===== src/rtl/irqc_pkg.sv =====
package irqc_pkg;

  // Word index of each register; software depends on this order.
  typedef enum logic [2:0] {
    RI_STATUS = 3'd0,
    RI_PEND   = 3'd1,
    RI_ENABLE = 3'd2,
    RI_ACK    = 3'd3,
    RI_SETEN  = 3'd4,
    RI_CLREN  = 3'd5,
    RI_VECTOR = 3'd6,
    RI_MASTER = 3'd7
  } reg_idx_e;

  localparam int unsigned MASTER_W   = 2;
  localparam int unsigned MB_REQ_EN  = 0;
  localparam int unsigned MB_HW_EN   = 1;
  localparam int unsigned WORD_LSB   = 2;
  localparam int unsigned IDX_W      = 3;

endpackage


===== src/rtl/irqc_input_sync.sv =====
module irqc_input_sync #(
  parameter int unsigned      N_SRC       = 32,
  parameter int unsigned      SYNC_STAGES = 2,
  parameter logic [N_SRC-1:0] EDGE_SEL    = '0
) (
  input  logic             clk,
  input  logic             rst,
  input  logic [N_SRC-1:0] irq_in,
  output logic [N_SRC-1:0] hit
);

  logic [N_SRC-1:0] stage_q [SYNC_STAGES];
  logic [N_SRC-1:0] prev_q;
  logic [N_SRC-1:0] synced;

  always_ff @(posedge clk) begin
    if (rst) begin
      for (int s = 0; s < SYNC_STAGES; s++) stage_q[s] <= '0;
      prev_q <= '0;
    end else begin
      stage_q[0] <= irq_in;
      for (int s = 1; s < SYNC_STAGES; s++) stage_q[s] <= stage_q[s-1];
      prev_q <= stage_q[SYNC_STAGES-1];
    end
  end

  assign synced = stage_q[SYNC_STAGES-1];

  for (genvar b = 0; b < N_SRC; b++) begin : g_kind
    if (EDGE_SEL[b]) begin : g_edge
      assign hit[b] = synced[b] & ~prev_q[b];
    end else begin : g_level
      assign hit[b] = synced[b];
    end
  end

endmodule


===== src/rtl/irqc_prio_enc.sv =====
module irqc_prio_enc #(
  parameter int unsigned N_SRC  = 32,
  parameter int unsigned DATA_W = 32
) (
  input  logic [N_SRC-1:0]  pend,
  output logic [DATA_W-1:0] vector,
  output logic              any
);

  localparam int unsigned IW = (N_SRC > 1) ? $clog2(N_SRC) : 1;

  logic [IW-1:0] idx;

  always_comb begin
    idx = '0;
    any = 1'b0;
    for (int i = N_SRC - 1; i >= 0; i--) begin
      if (pend[i]) begin
        idx = IW'(i);
        any = 1'b1;
      end
    end
  end

  assign vector = any ? DATA_W'(idx) : '1;

endmodule


===== src/rtl/irq_vec_ctrl.sv =====
module irq_vec_ctrl
  import irqc_pkg::*;
#(
  parameter int unsigned      N_SRC       = 32,
  parameter int unsigned      DATA_W      = 32,
  parameter int unsigned      ADDR_W      = 5,
  parameter int unsigned      SYNC_STAGES = 2,
  parameter logic [N_SRC-1:0] EDGE_SEL    = '0
) (
  input  logic              clk,
  input  logic              rst,
  input  logic [N_SRC-1:0]  irq_in,
  input  logic [ADDR_W-1:0] bus_addr,
  input  logic              bus_wr_en,
  input  logic [DATA_W-1:0] bus_wr_data,
  input  logic              bus_rd_en,
  output logic [DATA_W-1:0] bus_rd_data,
  output logic              irq_req
);

  localparam int unsigned IDX_HI = WORD_LSB + IDX_W - 1;

  logic [N_SRC-1:0]    status_q, status_nxt;
  logic [N_SRC-1:0]    enable_q, enable_nxt;
  logic [N_SRC-1:0]    ack_q, seten_q, clren_q;
  logic [MASTER_W-1:0] mer_q;
  logic [N_SRC-1:0]    hits, pend;
  logic [DATA_W-1:0]   vector;
  logic                pend_any;
  logic [DATA_W-1:0]   rd_q, rd_word;
  logic                req_q;
  logic                addr_ok, wr_hit;
  logic [IDX_W-1:0]    wr_idx;
  reg_idx_e            sel;
  logic [N_SRC-1:0]    wdat;
  logic                unused_bits;

  assign unused_bits = ^{bus_addr[WORD_LSB-1:0], bus_wr_data};

  if (ADDR_W > IDX_HI + 1) begin : g_addr_hi
    assign addr_ok = (bus_addr[ADDR_W-1:IDX_HI+1] == '0);
  end else begin : g_addr_exact
    assign addr_ok = 1'b1;
  end

  assign wr_idx = bus_addr[IDX_HI:WORD_LSB];
  assign sel    = reg_idx_e'(wr_idx);
  assign wr_hit = bus_wr_en & addr_ok;
  assign wdat   = bus_wr_data[N_SRC-1:0];

  irqc_input_sync #(
    .N_SRC      (N_SRC),
    .SYNC_STAGES(SYNC_STAGES),
    .EDGE_SEL   (EDGE_SEL)
  ) u_sync (
    .clk   (clk),
    .rst   (rst),
    .irq_in(irq_in),
    .hit   (hits)
  );

  assign pend = status_q & enable_q;

  irqc_prio_enc #(
    .N_SRC (N_SRC),
    .DATA_W(DATA_W)
  ) u_enc (
    .pend  (pend),
    .vector(vector),
    .any   (pend_any)
  );

  // Status: software edits first, then hardware latching ORs on top.
  always_comb begin
    status_nxt = status_q;
    if (wr_hit && sel == RI_STATUS && !mer_q[MB_HW_EN]) status_nxt = wdat;
    if (wr_hit && sel == RI_ACK) status_nxt = status_nxt & ~wdat;
    if (mer_q[MB_HW_EN]) status_nxt = status_nxt | hits;
  end

  always_comb begin
    enable_nxt = enable_q;
    if (wr_hit) begin
      case (sel)
        RI_ENABLE: enable_nxt = wdat;
        RI_SETEN:  enable_nxt = enable_q | wdat;
        RI_CLREN:  enable_nxt = enable_q & ~wdat;
        default:   enable_nxt = enable_q;
      endcase
    end
  end

  always_ff @(posedge clk) begin
    if (rst) begin
      status_q <= '0;
      enable_q <= '0;
      ack_q    <= '0;
      seten_q  <= '0;
      clren_q  <= '0;
      mer_q    <= '0;
      req_q    <= 1'b0;
    end else begin
      status_q <= status_nxt;
      enable_q <= enable_nxt;
      req_q    <= mer_q[MB_REQ_EN] & pend_any;
      if (wr_hit) begin
        case (sel)
          RI_ACK:    ack_q   <= wdat;
          RI_SETEN:  seten_q <= wdat;
          RI_CLREN:  clren_q <= wdat;
          RI_MASTER: mer_q   <= bus_wr_data[MASTER_W-1:0];
          default:   ;
        endcase
      end
    end
  end

  always_comb begin
    rd_word = '0;
    if (addr_ok) begin
      case (sel)
        RI_STATUS: rd_word = DATA_W'(status_q);
        RI_PEND:   rd_word = DATA_W'(pend);
        RI_ENABLE: rd_word = DATA_W'(enable_q);
        RI_ACK:    rd_word = DATA_W'(ack_q);
        RI_SETEN:  rd_word = DATA_W'(seten_q);
        RI_CLREN:  rd_word = DATA_W'(clren_q);
        RI_VECTOR: rd_word = vector;
        RI_MASTER: rd_word = DATA_W'(mer_q);
        default:   rd_word = '0;
      endcase
    end
  end

  always_ff @(posedge clk) begin
    if (rst) rd_q <= '0;
    else if (bus_rd_en) rd_q <= rd_word;
  end

  assign bus_rd_data = rd_q;
  assign irq_req     = req_q;

endmodule


===== config.mk =====
export PLATFORM = sky130hd
export DESIGN_NAME = irq_vec_ctrl
export DESIGN_NICKNAME = d
export VERILOG_FILES = /design/src/rtl/irqc_pkg.sv /design/src/rtl/irqc_input_sync.sv /design/src/rtl/irqc_prio_enc.sv /design/src/rtl/irq_vec_ctrl.sv
export SDC_FILE = /design/constraint.sdc
export NUM_CORES = 1
export LEC_CHECK = 0
export BUFFER_PORTS_ARGS = -buffer_cell sky130_fd_sc_hd__buf_2
export CORE_MARGIN = 4
export CORE_UTILIZATION = 59
export DETAILED_ROUTE_END_ITERATION = 6
export PLACE_DENSITY = 0.79
export SKIP_LAST_GASP = 1
export SLEW_MARGIN = 20
export SYNTH_ARGS = -nofsm -noshare
export SYNTH_HDL_FRONTEND = slang
export SYNTH_SLANG_ARGS = --single-unit
export TNS_END_PERCENT = 50

===== constraint.sdc =====
create_clock -name clk -period 2.26 [get_ports clk]
set_input_delay 0.339 -clock clk [delete_from_list [all_inputs] [get_ports clk]]
set_output_delay 0.339 -clock clk [all_outputs]
set_load 0.005 [all_outputs]

======== Yosys cells after proc, flatten, opt, wreduce, memory -nomap -nowiden ========
Memory sizes are Yosys's and may differ from the RTL's.
Index checks and enable logic that the tools add are counted.
operators by class
  reduce and logical (&&, ||, !) cells .... 11
  bitwise operators ....................... 9
  muxes and demuxes ....................... 75
  equality and inequality tests ........... 7
operators by type and width
  cell                                                              number
  32-bit case mux with 8 select lines                               1
  32-bit 2-to-1 mux                                                 6
  5-bit 2-to-1 mux                                                  32
  32-bit AND                                                        3
  32-bit case mux with 3 select lines                               1
  32-bit OR                                                         2
  1-bit 2-to-1 mux                                                  35
  32-bit NOT                                                        1
  3-bit == test (second input constant)                             4
  2-bit AND reduction                                               5
  3-bit by 2-bit == test with 1-bit output (second input constant)  2
  3-bit by 1-bit == test with 1-bit output (second input constant)  1
  1-bit logical AND                                                 3
  3-bit logical NOT                                                 1
  3-bit nonzero test                                                1
  1-bit OR                                                          2
  1-bit AND                                                         1
  1-bit logical NOT                                                 1
storage, ports and cells
  output and inout bits ................... 33
  memories kept ........................... 1
  input bits .............................. 73
  logic and storage cells ................. 111
  RAM bits ................................ 64
  bits in registers ....................... 195
memories
  name            depth  bits a word  rd ports  clocked after Yosys merged registers in  wr ports  line                   source
  u_sync.stage_q  2      32           2         0                                        2         irqc_input_sync.sv:12  logic [N_SRC-1:0] stage_q [SYNC_STAGES];

======== Depth between registers and ports, before layout ========
Gate-level depths: netlist of run 1.
  depth after elaboration ................. 35
  depth in mapped cells ................... 8
  depth with buffers taken out ............ 6

======== Modules after synthesis ========
Synthesis of run 1 repeated with hierarchy kept, for this count alone.
unflattened totals
  cell total of the unflattened synthesis .. 1,400
  area, all modules ....................... 12,176.7 um^2
modules (own cells, without submodules)
  module           times used  area an instance (um^2)  cells an instance  sequential area each (um^2)
  irq_vec_ctrl     1           9,380.2                  1,139              3,903.7
  irqc_input_sync  1           2,158.3                  167                1,281.2
  irqc_prio_enc    1           638.1                    94                 0.0

======== Worst setup path after synthesis of run 1 ========
OpenSTA, ideal clock, no wires.
  kind .................................... input -> register
  start ................................... input bus_addr[4]
  end ..................................... register status_q[10]
  setup time .............................. 128 ps
  slack ................................... 571 ps
  arrival ................................. 1,561 ps
  required time ........................... 2,132 ps
  path buffers ............................ 2
  stages .................................. 7
  path through ............................ buf_2 -> nor3_4 -> nand3b_1 -> buf_2 -> mux2_2 -> a22oi_1 -> nor2_1
between the ends
  cells in the longest elaborated chain, start to end .. 8
  elaborated cells between the ends (all ways) .. 10
  those cells by class .................... eq/ne (1); mux (3); bitwise (2); reduce/logical (4)
ends and longest elaborated chain
  what                             line                 source
  from (decl)                      irq_vec_ctrl.sv:13   input logic [ADDR_W-1:0] bus_addr,
  3-bit logical NOT                irq_vec_ctrl.sv:76   if (wr_hit && sel == RI_STATUS && !mer_q[MB_HW_EN]) status_nxt = wdat;
  1-bit logical AND (2 in series)  irq_vec_ctrl.sv:76
  32-bit 2-to-1 mux                irq_vec_ctrl.sv:76
  32-bit AND                       irq_vec_ctrl.sv:77   if (wr_hit && sel == RI_ACK) status_nxt = status_nxt & ~wdat;
  32-bit 2-to-1 mux (*)            irq_vec_ctrl.sv:77
  32-bit OR                        irq_vec_ctrl.sv:78   if (mer_q[MB_HW_EN]) status_nxt = status_nxt | hits;
  32-bit 2-to-1 mux (*)            irq_vec_ctrl.sv:78
  to (signal assigned)             irq_vec_ctrl.sv:103  status_q <= status_nxt;
  to (decl)                        irq_vec_ctrl.sv:23   logic [N_SRC-1:0] status_q, status_nxt;
Every way passes the cells marked *; elsewhere a longest branch is shown, timed or not.
A chain may end at the register's enable or synchronous reset.

======== Worst setup path after layout of run 1 ========
  start ................................... register status_q[25]
  end ..................................... register rd_q[9] (netlist: bus_rd_data[9])
between the ends
  cells in the longest elaborated chain, start to end .. 29
ends and longest elaborated chain
  what                                 line                 source
  32-bit AND                           irq_vec_ctrl.sv:62   assign pend = status_q & enable_q;
  1-bit 2-to-1 mux (26 in series)      irqc_prio_enc.sv:18  if (pend[i]) begin
  32-bit 2-to-1 mux                    irqc_prio_enc.sv:25  assign vector = any ? DATA_W'(idx) : '1;
  32-bit case mux with 8 select lines  irq_vec_ctrl.sv:121  case (sel)
  to (signal assigned)                 irq_vec_ctrl.sv:137  else if (bus_rd_en) rd_q <= rd_word;
  to (decl)                            irq_vec_ctrl.sv:30   logic [DATA_W-1:0] rd_q, rd_word;
Every way passes these cells.

==> flow_summary_export.csv, run 1 <==
group,metric,value,unit
pwr,switching_share,0.2343,
final_layout,drive_gt1_frac,0.2078,
critical_path,path_class,"flop to flop",
global_routing,grt_pass1_wl,51360,um
critical_path,required,2.73,ns
global_routing,grt_usage,0.3086,
detailed_routing,firstDrtPassIters,5,
final_layout,synthToLayoutAreaGrowth,18.15,%
pwr,leakagePower,0.005077,uW
sta,report.final.slew_viol_count,0,
sta,fin_crit,2.149,ns
floorplanning,die_w,144.6,um
floorplanning,die_h,144.6,um
detailed_routing,avgRoutedWirePerCell,20.38,um
critical_path,end_kind,"flop",
clock_network,root_buffer,"clkbuf_16",
hold_path,min-delay-path-class,"input pin to flop",
detailed_routing,wirelength,33060,um
detailed_routing,postRouteAntennaNets,0,
floorplanning,initial_core_util,0.6063,
logic_synthesis,yosysTopAreaCell,"dfxtp_1",
final_layout,nNetsFinal,1444,
final_layout,fillerInstances,1423,
detailed_routing,drc,0,
detailed_routing,first_iter_violations,1305,
logic_synthesis,ys_types,56,
pwr,switchingPower,2450,uW
global_routing,grt_max_degree,130,
pwr,p_int,8006,uW
logic_synthesis,synth_seq_cells,259,
critical_path,startpoint_type,"flop",
sta,setup_viol,0,
global_routing,grt_overflow,0,
clock_network,cts_made_buffers,26,
pwr,comb_power_share,0.084,
sta,min_period_over_period,0.9507,
sta,skew,0.007518,ns
clock_network,insertion_delay,0.54,ns
critical_path,cp.arrival,2.62,ns
detailed_routing,num_vias,10200,
clock_network,cts_tree,"done",
critical_path,path_max_fanout,7,
sta,rsz0062_at_grt,"false",
sta,setup_ws,0.1114,ns
job,maxCapViolCount,0,
pwr,power.total,10460,uW
logic_synthesis,synth_ff_type,"dfxtp_1",
sta,tns,0,ns
global_routing,antenna_found_initial,2,
status,status,"complete, no violations",
pwr,peakVddDrop,0.8077,mV
clock_network,cts_sinks,259,
pwr,seqPwrFrac,0.460,
sta,tightest_slew,0.9609,ns
logic_synthesis,synth_cells,1270,
placement,pre_cts_ws,0.1017,ns
sta,hold_viol,0,
logic_synthesis,syn-num-nets,1343,
logic_synthesis,synth_top_area_share,0.4712,
placement,dp_hpwl,20890,um
logic_synthesis,synth_area,0.01100,mm2
placement,io_buffers,103,
final_layout,final_util,0.7164,
logic_synthesis,synth_warnings,0,
logic_synthesis,synth_area_leaders,"dfxtp_1, nand2_1, a21oi_1",
clock_network,htree_levels,1,
sta,max_freq,465.4,MHz
global_routing,grt_pass1_vias,9716,
logic_synthesis,synth_edf_count,0,
clock_network,clockBufferDepth,3,
sta,relSlewSlack,0.3594,
floorplanning,fp.dieArea,0.02090,mm2
logic_synthesis,async_flop_share,0,
floorplanning,fp-row-count,49,
clock_network,postCtsSetupBuffers,0,
logic_synthesis,postSynthAreaPerCell,8.664,um2
pwr,powerDensity,804.3,mW/mm2
logic_synthesis,yosysSeqAreaShare,0.4712,
placement,gp_congestion,0.9125,
pwr,clkPwrFrac,0.456,
detailed_routing,viasPerCell,6.287,
sta,fin_hold_ws,0.008195,ns
clock_network,cts.clk_slew.worst_paths,0.06,ns
floorplanning,coreArea,0.01815,mm2
floorplanning,io_pins,106,
final timing paths:
kind | from | endpoint | slack [ns] | cells past startpoint
worst max register to register | status_q[25]$_SDFF_PP0_ | bus_rd_data[9]$_SDFFE_PP0P_ | 0.11 | 7
worst min register to register | u_sync.stage_q[0][29]$_SDFF_PP0_ | u_sync.stage_q[0][61]$_SDFF_PP0_ | 0.43 | 1
worst min-delay path | irq_in[29] | u_sync.stage_q[0][29]$_SDFF_PP0_ | 0.008 | 2
worst max-delay path | status_q[25]$_SDFF_PP0_ | bus_rd_data[9]$_SDFFE_PP0P_ | 0.11 | 7
per-layer routing:
layer / part of all wire / up-vias / global-route usage
met3: 0.095 / 121 / 0.04960
li1: - / 4708 / -
met1: 0.40 / 4790 / 0.4054
met5: 0.00054 / - / 0
met2: 0.46 / 576 / 0.5055
met4: 0.046 / 2 / 0.1316
kinds of logic after synthesis:
| family | count (synthesis) | share of synthesized area |
|---|---|---|
| compound gates | 408 | 0.2478 |
| flops | 259 | 0.4712 |
| buf+inv | 104 | 0.04003 |
| simple gates | 442 | 0.1839 |
| mux | 57 | 0.05709 |
critical path, cell delays in order (launching register included):
cell and delay, ns:
dfxtp_1 0.37, a22o_1 0.29, nor4_2 0.37, buf_4 0.18, and4_4 0.24, a31o_2 0.37, a221oi_1 0.12, o21ai_1 0.14
cells in the final DEF, fill, tap and decap left out, drive strengths merged, types with 14 or more instances in the layout:
master and instances:
a21o 23, a21oi 138, a221oi 23, a22o 14
a22oi 78, buf 171, clkbuf 35, dfxtp 259
mux2 46, nand2 234, nor2 85, nor2b 76
o211ai 17, o21ai 71
synth_stat cells (13+ instances only):
master    count
dfxtp_1     259
nand2_1     234
a21oi_1     137
nor2_1       85
a22oi_1      78
nor2b_1      76
clkbuf_1     69
o21ai_0      59
mux2_2       46
buf_2        25
a21o_1       23
a221oi_1     23
o211ai_1     17
a22o_1       13
power groups by stage:
stage / sequential (uW) / clock [uW] / combinational, uW
floorplan: 4880 / 0 / 499
global placement: 4900 / 0 / 830
detailed placement: 4900 / 0 / 850
CTS: 4800 / 4790 / 861
global route: 4820 / 4980 / 944
finish: 4810 / 4770 / 880
flip-flops by register name, indices dropped and copies added, names as in the netlist:
name            count
bus_rd_data        32
mer_q               2
status_q           32
enable_q           32
clren_q            32
ack_q              32
u_sync.stage_q     64
irq_req             1
seten_q            32
final cells by class:
type / count / area (um2) / area share
clock buffer: 35 / 765.7 / 0.05890
timing repair buffer: 173 / 1152 / 0.08864
clock inverter: 13 / 195.2 / 0.01501
sequential: 259 / 5185 / 0.3988
antenna: 2 / 5.005 / 0.0003850
multi-input combinational: 907 / 5395 / 0.4150
inverter: 4 / 15.01 / 0.001155
tap: 229 / 286.5 / 0.02204
metrics by stage:
stage / instance area [um2] / cells
finish: 13000 / 1622
global route: 13000 / 1621
CTS: 12980 / 1619
detailed placement: 12010 / 1570
global placement: 12010 / 1570
floorplan: 11000 / 1270
what timing repair did:
| action | CTS | global route |
|---|---|---|
| endpoints found under the setup margin | 0 | 6 |
| resized for setup | 0 | 1 |
| hold endpoints to repair | 1 | 1 |
| hold buffers | 1 | 1 |
Power figures use the tool's default switching activity.
==> run 2, diff against run 1 <==
--- a/config.mk
+++ b/config.mk
@@ -10,6 +10,7 @@
 export CORE_UTILIZATION = 59
 export DETAILED_ROUTE_END_ITERATION = 6
 export PLACE_DENSITY = 0.79
+export REMOVE_ABC_BUFFERS = 1
 export SKIP_LAST_GASP = 1
 export SLEW_MARGIN = 20
 export SYNTH_ARGS = -nofsm -noshare
==> run 2 against run 1 <==
  * Maximum frequency up 0.84%
  * Sequential share of layout area up 0.29 points
  * Worst hold slack better by 0.0016 ns
  * Via count up 0.82%
  * Critical path type unchanged
  * Critical endpoint is now bus_rd_data[6]$_SDFFE_PP0P_
  * Largest cell class unchanged
  * Largest power group unchanged
==> flow_summary_export.csv, run 2 (same netlist as run 1, synthesis figures left out) <==
group,metric,value,unit
status,status,"complete, no violations",
floorplanning,fp-row-count,49,
detailed_routing,drc,0,
sta,fin_hold_ws,0.009802,ns
global_routing,grt_pass1_wl,51230,um
detailed_routing,firstDrtPassIters,5,
global_routing,grt_max_degree,187,
clock_network,cts_tree,"done",
global_routing,antenna_found_initial,2,
floorplanning,initial_core_util,0.6063,
final_layout,fillerInstances,1424,
critical_path,required,2.72,ns
final_layout,largest_reg_flops,64,
sta,rsz0062_at_grt,"false",
critical_path,cp.arrival,2.60,ns
clock_network,cts_made_buffers,26,
final_layout,top_register,"u_sync.stage_q",
detailed_routing,num_vias,10280,
pwr,peakVddDrop,0.6384,mV
final_layout,synthToLayoutAreaGrowth,17.31,%
placement,dp_hpwl,21160,um
detailed_routing,avgRoutedWirePerCell,20.44,um
final_layout,nNetsFinal,1438,
final_layout,final_common_cell,"dfxtp_1",
clock_network,ctsResizeCount,0,
clock_network,clockBufferDepth,3,
sta,fin_crit,2.131,ns
sta,tightest_slew,1.170,ns
critical_path,end_kind,"flop",
global_routing,grt_usage,0.3090,
floorplanning,fp.dieArea,0.02090,mm2
final_layout,drive_gt1_frac,0.2036,
sta,min_period_over_period,0.9427,
sta,relSlewSlack,0.2183,
job,maxCapViolCount,0,
clock_network,root_buffer,"clkbuf_16",
sta,report.final.slew_viol_count,0,
critical_path,path_max_fanout,7,
floorplanning,io_pins,106,
hold_path,min-delay-path-class,"input pin to flop",
pwr,powerDensity,796.9,mW/mm2
placement,gp_congestion,0.9293,
sta,hold_viol,0,
clock_network,htree_levels,1,
clock_network,insertion_delay,0.54,ns
clock_network,cts_sinks,259,
detailed_routing,first_iter_violations,1131,
floorplanning,coreArea,0.01815,mm2
clock_network,cts.clk_slew.worst_paths,0.07,ns
pwr,leakagePower,0.005020,uW
floorplanning,die_w,144.6,um
floorplanning,die_h,144.6,um
placement,io_buffers,103,
clock_network,postCtsSetupBuffers,0,
clock_network,holdBufCountCts,0,
global_routing,grt_overflow,0,
sta,max_freq,469.4,MHz
sta,skew,0.02239,ns
final_layout,final_util,0.7113,
detailed_routing,wirelength,33060,um
detailed_routing,viasPerCell,6.358,
final_layout,final_cell_mix,"dfxtp_1, nand2_1, a21oi_1",
critical_path,path_class,"flop to flop",
sta,setup_viol,0,
detailed_routing,postRouteAntennaNets,0,
global_routing,grt_pass1_vias,9517,
critical_path,startpoint_type,"flop",
run 2: changes by cell type in the layout (fill, tap and decap cells not counted), moves of 2 or more:
cell / previous run / this run
clkbuf_8: 6 / 4
buf_4: 60 / 56
dlygate4sd3_1: 2 / 0
clkbuf_1: 2 / 4
run 2: critical path: stages, from the launching register on:
cell      delay (ns)
dfxtp_1         0.37
a22o_1          0.29
nor4_1          0.33
buf_4           0.18
and4_4          0.26
a31o_2          0.33
a221oi_1        0.11
o21ai_1         0.18
run 2: power by group:
part | total, uW | internal, uW | switching, uW | leakage, uW
clock network | 4600 | 2770 | 1830 | 0.000447
logic | 872 | 347 | 525 | 0.00246
registers | 4810 | 4720 | 94.3 | 0.00211
total | 10300 | 7840 | 2450 | 0.00502
run 2: through the flow:
stage          setup TNS (ns)  std cells  worst slack [ns]  power (uW)  area (um2)
3_3_place_gp                0       1566            0.1060        5736       11980
6_report                    0       1617            0.1294       10290       12910
5_1_grt                     0       1616           0.07521       10590       12900
4_1_cts                     0       1614            0.1458       10290       12900
2_1_floorplan          -31.65       1170           -0.4169        5265       10580
3_5_place_dp                0       1566           0.08758        5757       11980
run 2: layout make-up:
type	instances	area (um2)	area share
multi-input combinational	907	5389	0.4175
clock inverter	13	176.4	0.01367
clock buffer	35	745.7	0.05777
timing repair buffer	167	1102	0.08540
tap	229	286.5	0.02220
antenna	3	7.507	0.0005816
inverter	4	15.01	0.001163
sequential	259	5185	0.4017
run 2: path summary, 6_finish.rpt:
kind / start / endpoint / slack [ns] / cells after the start
setup / recovery: status_q[25]$_SDFF_PP0_ / bus_rd_data[6]$_SDFFE_PP0P_ / 0.13 / 7
hold / removal: irq_in[22] / u_sync.stage_q[0][22]$_SDFF_PP0_ / 0.01 / 2
setup reg to reg: status_q[25]$_SDFF_PP0_ / bus_rd_data[6]$_SDFFE_PP0P_ / 0.13 / 7
hold reg to reg: u_sync.stage_q[0][28]$_SDFF_PP0_ / u_sync.stage_q[0][60]$_SDFF_PP0_ / 0.43 / 1
run 2: layer usage:
metal	routed length, um	up-vias	part of all wire	GRT usage
li1	-	4700	-	-
met1	13610	4900	0.41	0.4223
met2	15070	595	0.46	0.4933
met3	3295	86	0.10	0.05489
met4	1083	0	0.033	0.1114
met5	0	-	0	0
==> run 3, diff against run 2 <==
--- a/config.mk
+++ b/config.mk
@@ -9,7 +9,9 @@
 export CORE_MARGIN = 4
 export CORE_UTILIZATION = 59
 export DETAILED_ROUTE_END_ITERATION = 6
+export GPL_TIMING_DRIVEN = 0
 export PLACE_DENSITY = 0.79
+export RECOVER_POWER = 100
 export REMOVE_ABC_BUFFERS = 1
 export SKIP_LAST_GASP = 1
 export SLEW_MARGIN = 20
==> run 3 against run 2 <==
  * Clock-buffer cell count up 2
  * Total power up 1.1%
  * Sequential power about the same
  * Worst hold slack worse by 0.0019 ns
  * Global-route usage down 0.44 points
  * Critical path depth stayed put
  * Routed wire length shrank 1.4%
  * Die area stayed put
  * Combinational power shrank 3.2%
  * Non-clock buffer count down 44
  * Clock skew decreased by 0.0010 ns
  * Worst setup slack got worse by 0.083 ns
  * Critical path type is now input pin to flop
==> flow_summary_export.csv, run 3 (same netlist as run 1, synthesis figures left out) <==
group,metric,value,unit
floorplanning,io_pins,106,
detailed_routing,avgRoutedWirePerCell,20.73,um
detailed_routing,wirelength,32580,um
final_layout,multi_input_area,0.005477,mm2
sta,setup_viol,0,
clock_network,root_buffer,"clkbuf_16",
floorplanning,die_w,144.6,um
final_layout,largest_reg_flops,64,
clock_network,cts_sinks,259,
hold_path,worstHoldPathCells,2,
floorplanning,initial_core_util,0.6063,
job,maxCapViolCount,0,
detailed_routing,postRouteAntennaNets,0,
final_layout,final_common_cell,"dfxtp_1",
final_layout,nNetsFinal,1395,
sta,report.final.slew_viol_count,0,
placement,io_buffers,103,
critical_path,path_cells,"clkbuf_4 > nor2b_4 > buf_16 > nand3_2 > buf_4 > nand2_1 > a21oi_1",
detailed_routing,drc,0,
hold_path,min-delay-path-class,"input pin to flop",
placement,dp_hpwl,19550,um
sta,relSlewSlack,0.3881,
clock_network,insertion_delay,0.54,ns
pwr,peakVddDrop,0.6808,mV
critical_path,startpoint_type,"input pin",
detailed_routing,first_iter_violations,1456,
critical_path,r2r_cells,6,
critical_path,path_class,"input pin to flop",
clock_network,cts_tree,"done",
status,status,"complete, no violations",
pwr,powerDensity,814.5,mW/mm2
final_layout,fillerInstances,1408,
detailed_routing,viasPerCell,6.415,
detailed_routing,num_vias,10080,
critical_path,end_kind,"flop",
critical_path,required,2.65,ns
global_routing,grt_max_degree,119,
hold_path,holdPathEnd,"u_sync.stage_q[0][21]$_SDFF_PP0_",
sta,fin_crit,2.213,ns
clock_network,clockBufferDepth,3,
critical_path,r2r-end,"bus_rd_data[6]$_SDFFE_PP0P_",
clock_network,htree_levels,1,
global_routing,antenna_found_initial,1,
clock_network,cts.clk_slew.worst_paths,0.07,ns
sta,hold_viol,0,
floorplanning,fp.dieArea,0.02090,mm2
global_routing,grt_usage,0.3045,
sta,skew,0.02136,ns
final_layout,sequential_cell_area,0.005186,mm2
final_layout,final_util,0.7033,
critical_path,cpPeakStageDelay,0.58,ns
sta,tns,0,ns
global_routing,grt_overflow,0,
final_layout,drive_gt1_frac,0.1693,
critical_path,timing.rr.start,"status_q[25]$_SDFF_PP0_",
floorplanning,fp-row-count,49,
sta,min_period_over_period,0.9793,
clock_network,cts_made_buffers,26,
sta,rsz0062_at_grt,"false",
sta,tightest_slew,0.9178,ns
final_layout,synthToLayoutAreaGrowth,15.99,%
final_layout,top_register,"u_sync.stage_q",
critical_path,path_max_fanout,47,
critical_path,cp.arrival,2.61,ns
floorplanning,die_h,144.6,um
hold_path,hp-start,"irq_in[21]",
critical_path,timing.critical_path.slowest_stage_cell,"clkbuf_4",
critical_path,r2r_slack,0.06,ns
global_routing,grt_pass1_wl,50460,um
placement,gp_congestion,0.8725,
pwr,leakagePower,0.004784,uW
sta,max_freq,451.8,MHz
global_routing,grt_pass1_vias,9589,
final_layout,final_cell_mix,"dfxtp_1, nand2_1, a21oi_1",
floorplanning,coreArea,0.01815,mm2
detailed_routing,firstDrtPassIters,6,
sta,fin_hold_ws,0.007936,ns
run 3: cell count changes in the layout (fill, tap and decap cells not counted), moves of 3 or more:
cell        previous run  this run
buf_4                 56         4
buf_2                102        76
clkbuf_1               4        28
buf_16                 0         8
buf_12                 8         2
o21ai_0               59        65
nor2b_1               75        70
o21ai_1                7         2
nor2b_4                0         4
clkinvlp_4             3         0
run 3: metal layers:
| layer | share of wire | track usage | wire length [um] | vias to the layer above |
|---|---|---|---|---|
| met5 | 0 | 0 | 0 | - |
| met4 | 0.033 | 0.1154 | 1075 | 0 |
| met3 | 0.099 | 0.06052 | 3238 | 97 |
| met2 | 0.47 | 0.4970 | 15180 | 593 |
| met1 | 0.40 | 0.4007 | 13090 | 4793 |
| li1 | - | - | - | 4601 |
run 3: worst max-delay path: cells and delay by family:
kind | cells | cell delay [ns]
AO/OA/AOI/OAI | 1 | 0.08
buffers and inverters | 3 | 1.21
AND/OR/NAND/NOR | 3 | 0.93
run 3: cell type report:
type,count,area share
diodes,2,0.0003922
inverters,4,0.001176
multi-input cells,908,0.4291
clock buffers,37,0.06059
clock inverters,10,0.01373
repair buffers,123,0.06618
well taps,229,0.02245
flip-flops and latches,259,0.4064
run 3: worst max path at each step:
stage / cells past startpoint / endpoint / slack [ns] / startpoint
global placement: 3 / bus_rd_data[2]$_SDFFE_PP0P_ / -4.46 / rst
finish: 7 / clren_q[17]$_SDFFE_PP0P_ / 0.05 / bus_addr[4]
floorplan: 4 / enable_q[0]$_SDFFE_PP0P_ / -0.42 / bus_addr[3]
global route: 6 / status_q[4]$_SDFF_PP0_ / 0.01 / mer_q[1]$_SDFFE_PP0P_
detailed placement: 7 / enable_q[8]$_SDFFE_PP0P_ / -1.23 / bus_addr[4]
CTS: 6 / bus_rd_data[2]$_SDFFE_PP0P_ / -0.14 / status_q[5]$_SDFF_PP0_
run 3: power by group:
part,leakage (uW),total (uW),switching [uW],internal [uW]
clock network,0.000471,4730,1790,2940
registers,0.00211,4820,99.7,4720
logic,0.00220,844,523,321
run 3: through the flow:
step                area [um2]  setup WS (ns)  power (uW)  instances
floorplan                10580        -0.4169        5265       1170
global placement         11380         -4.459        5649       1502
detailed placement       11810         -1.229        5726       1517
CTS                      12810        -0.1425       10400       1568
global route             12760        0.01270       10670       1571
finish                   12760        0.04670       10400       1572
run 3: repair_timing:
action / in CTS / in global routing
hold endpoints to repair: 1 / 0
pin swaps: 1 / 1
resized for setup: 8 / 5
buffers inserted: 2 / 2
hold buffers: 1 / 0
setup endpoints to repair: 170 / 75
cloned: 1 / 0
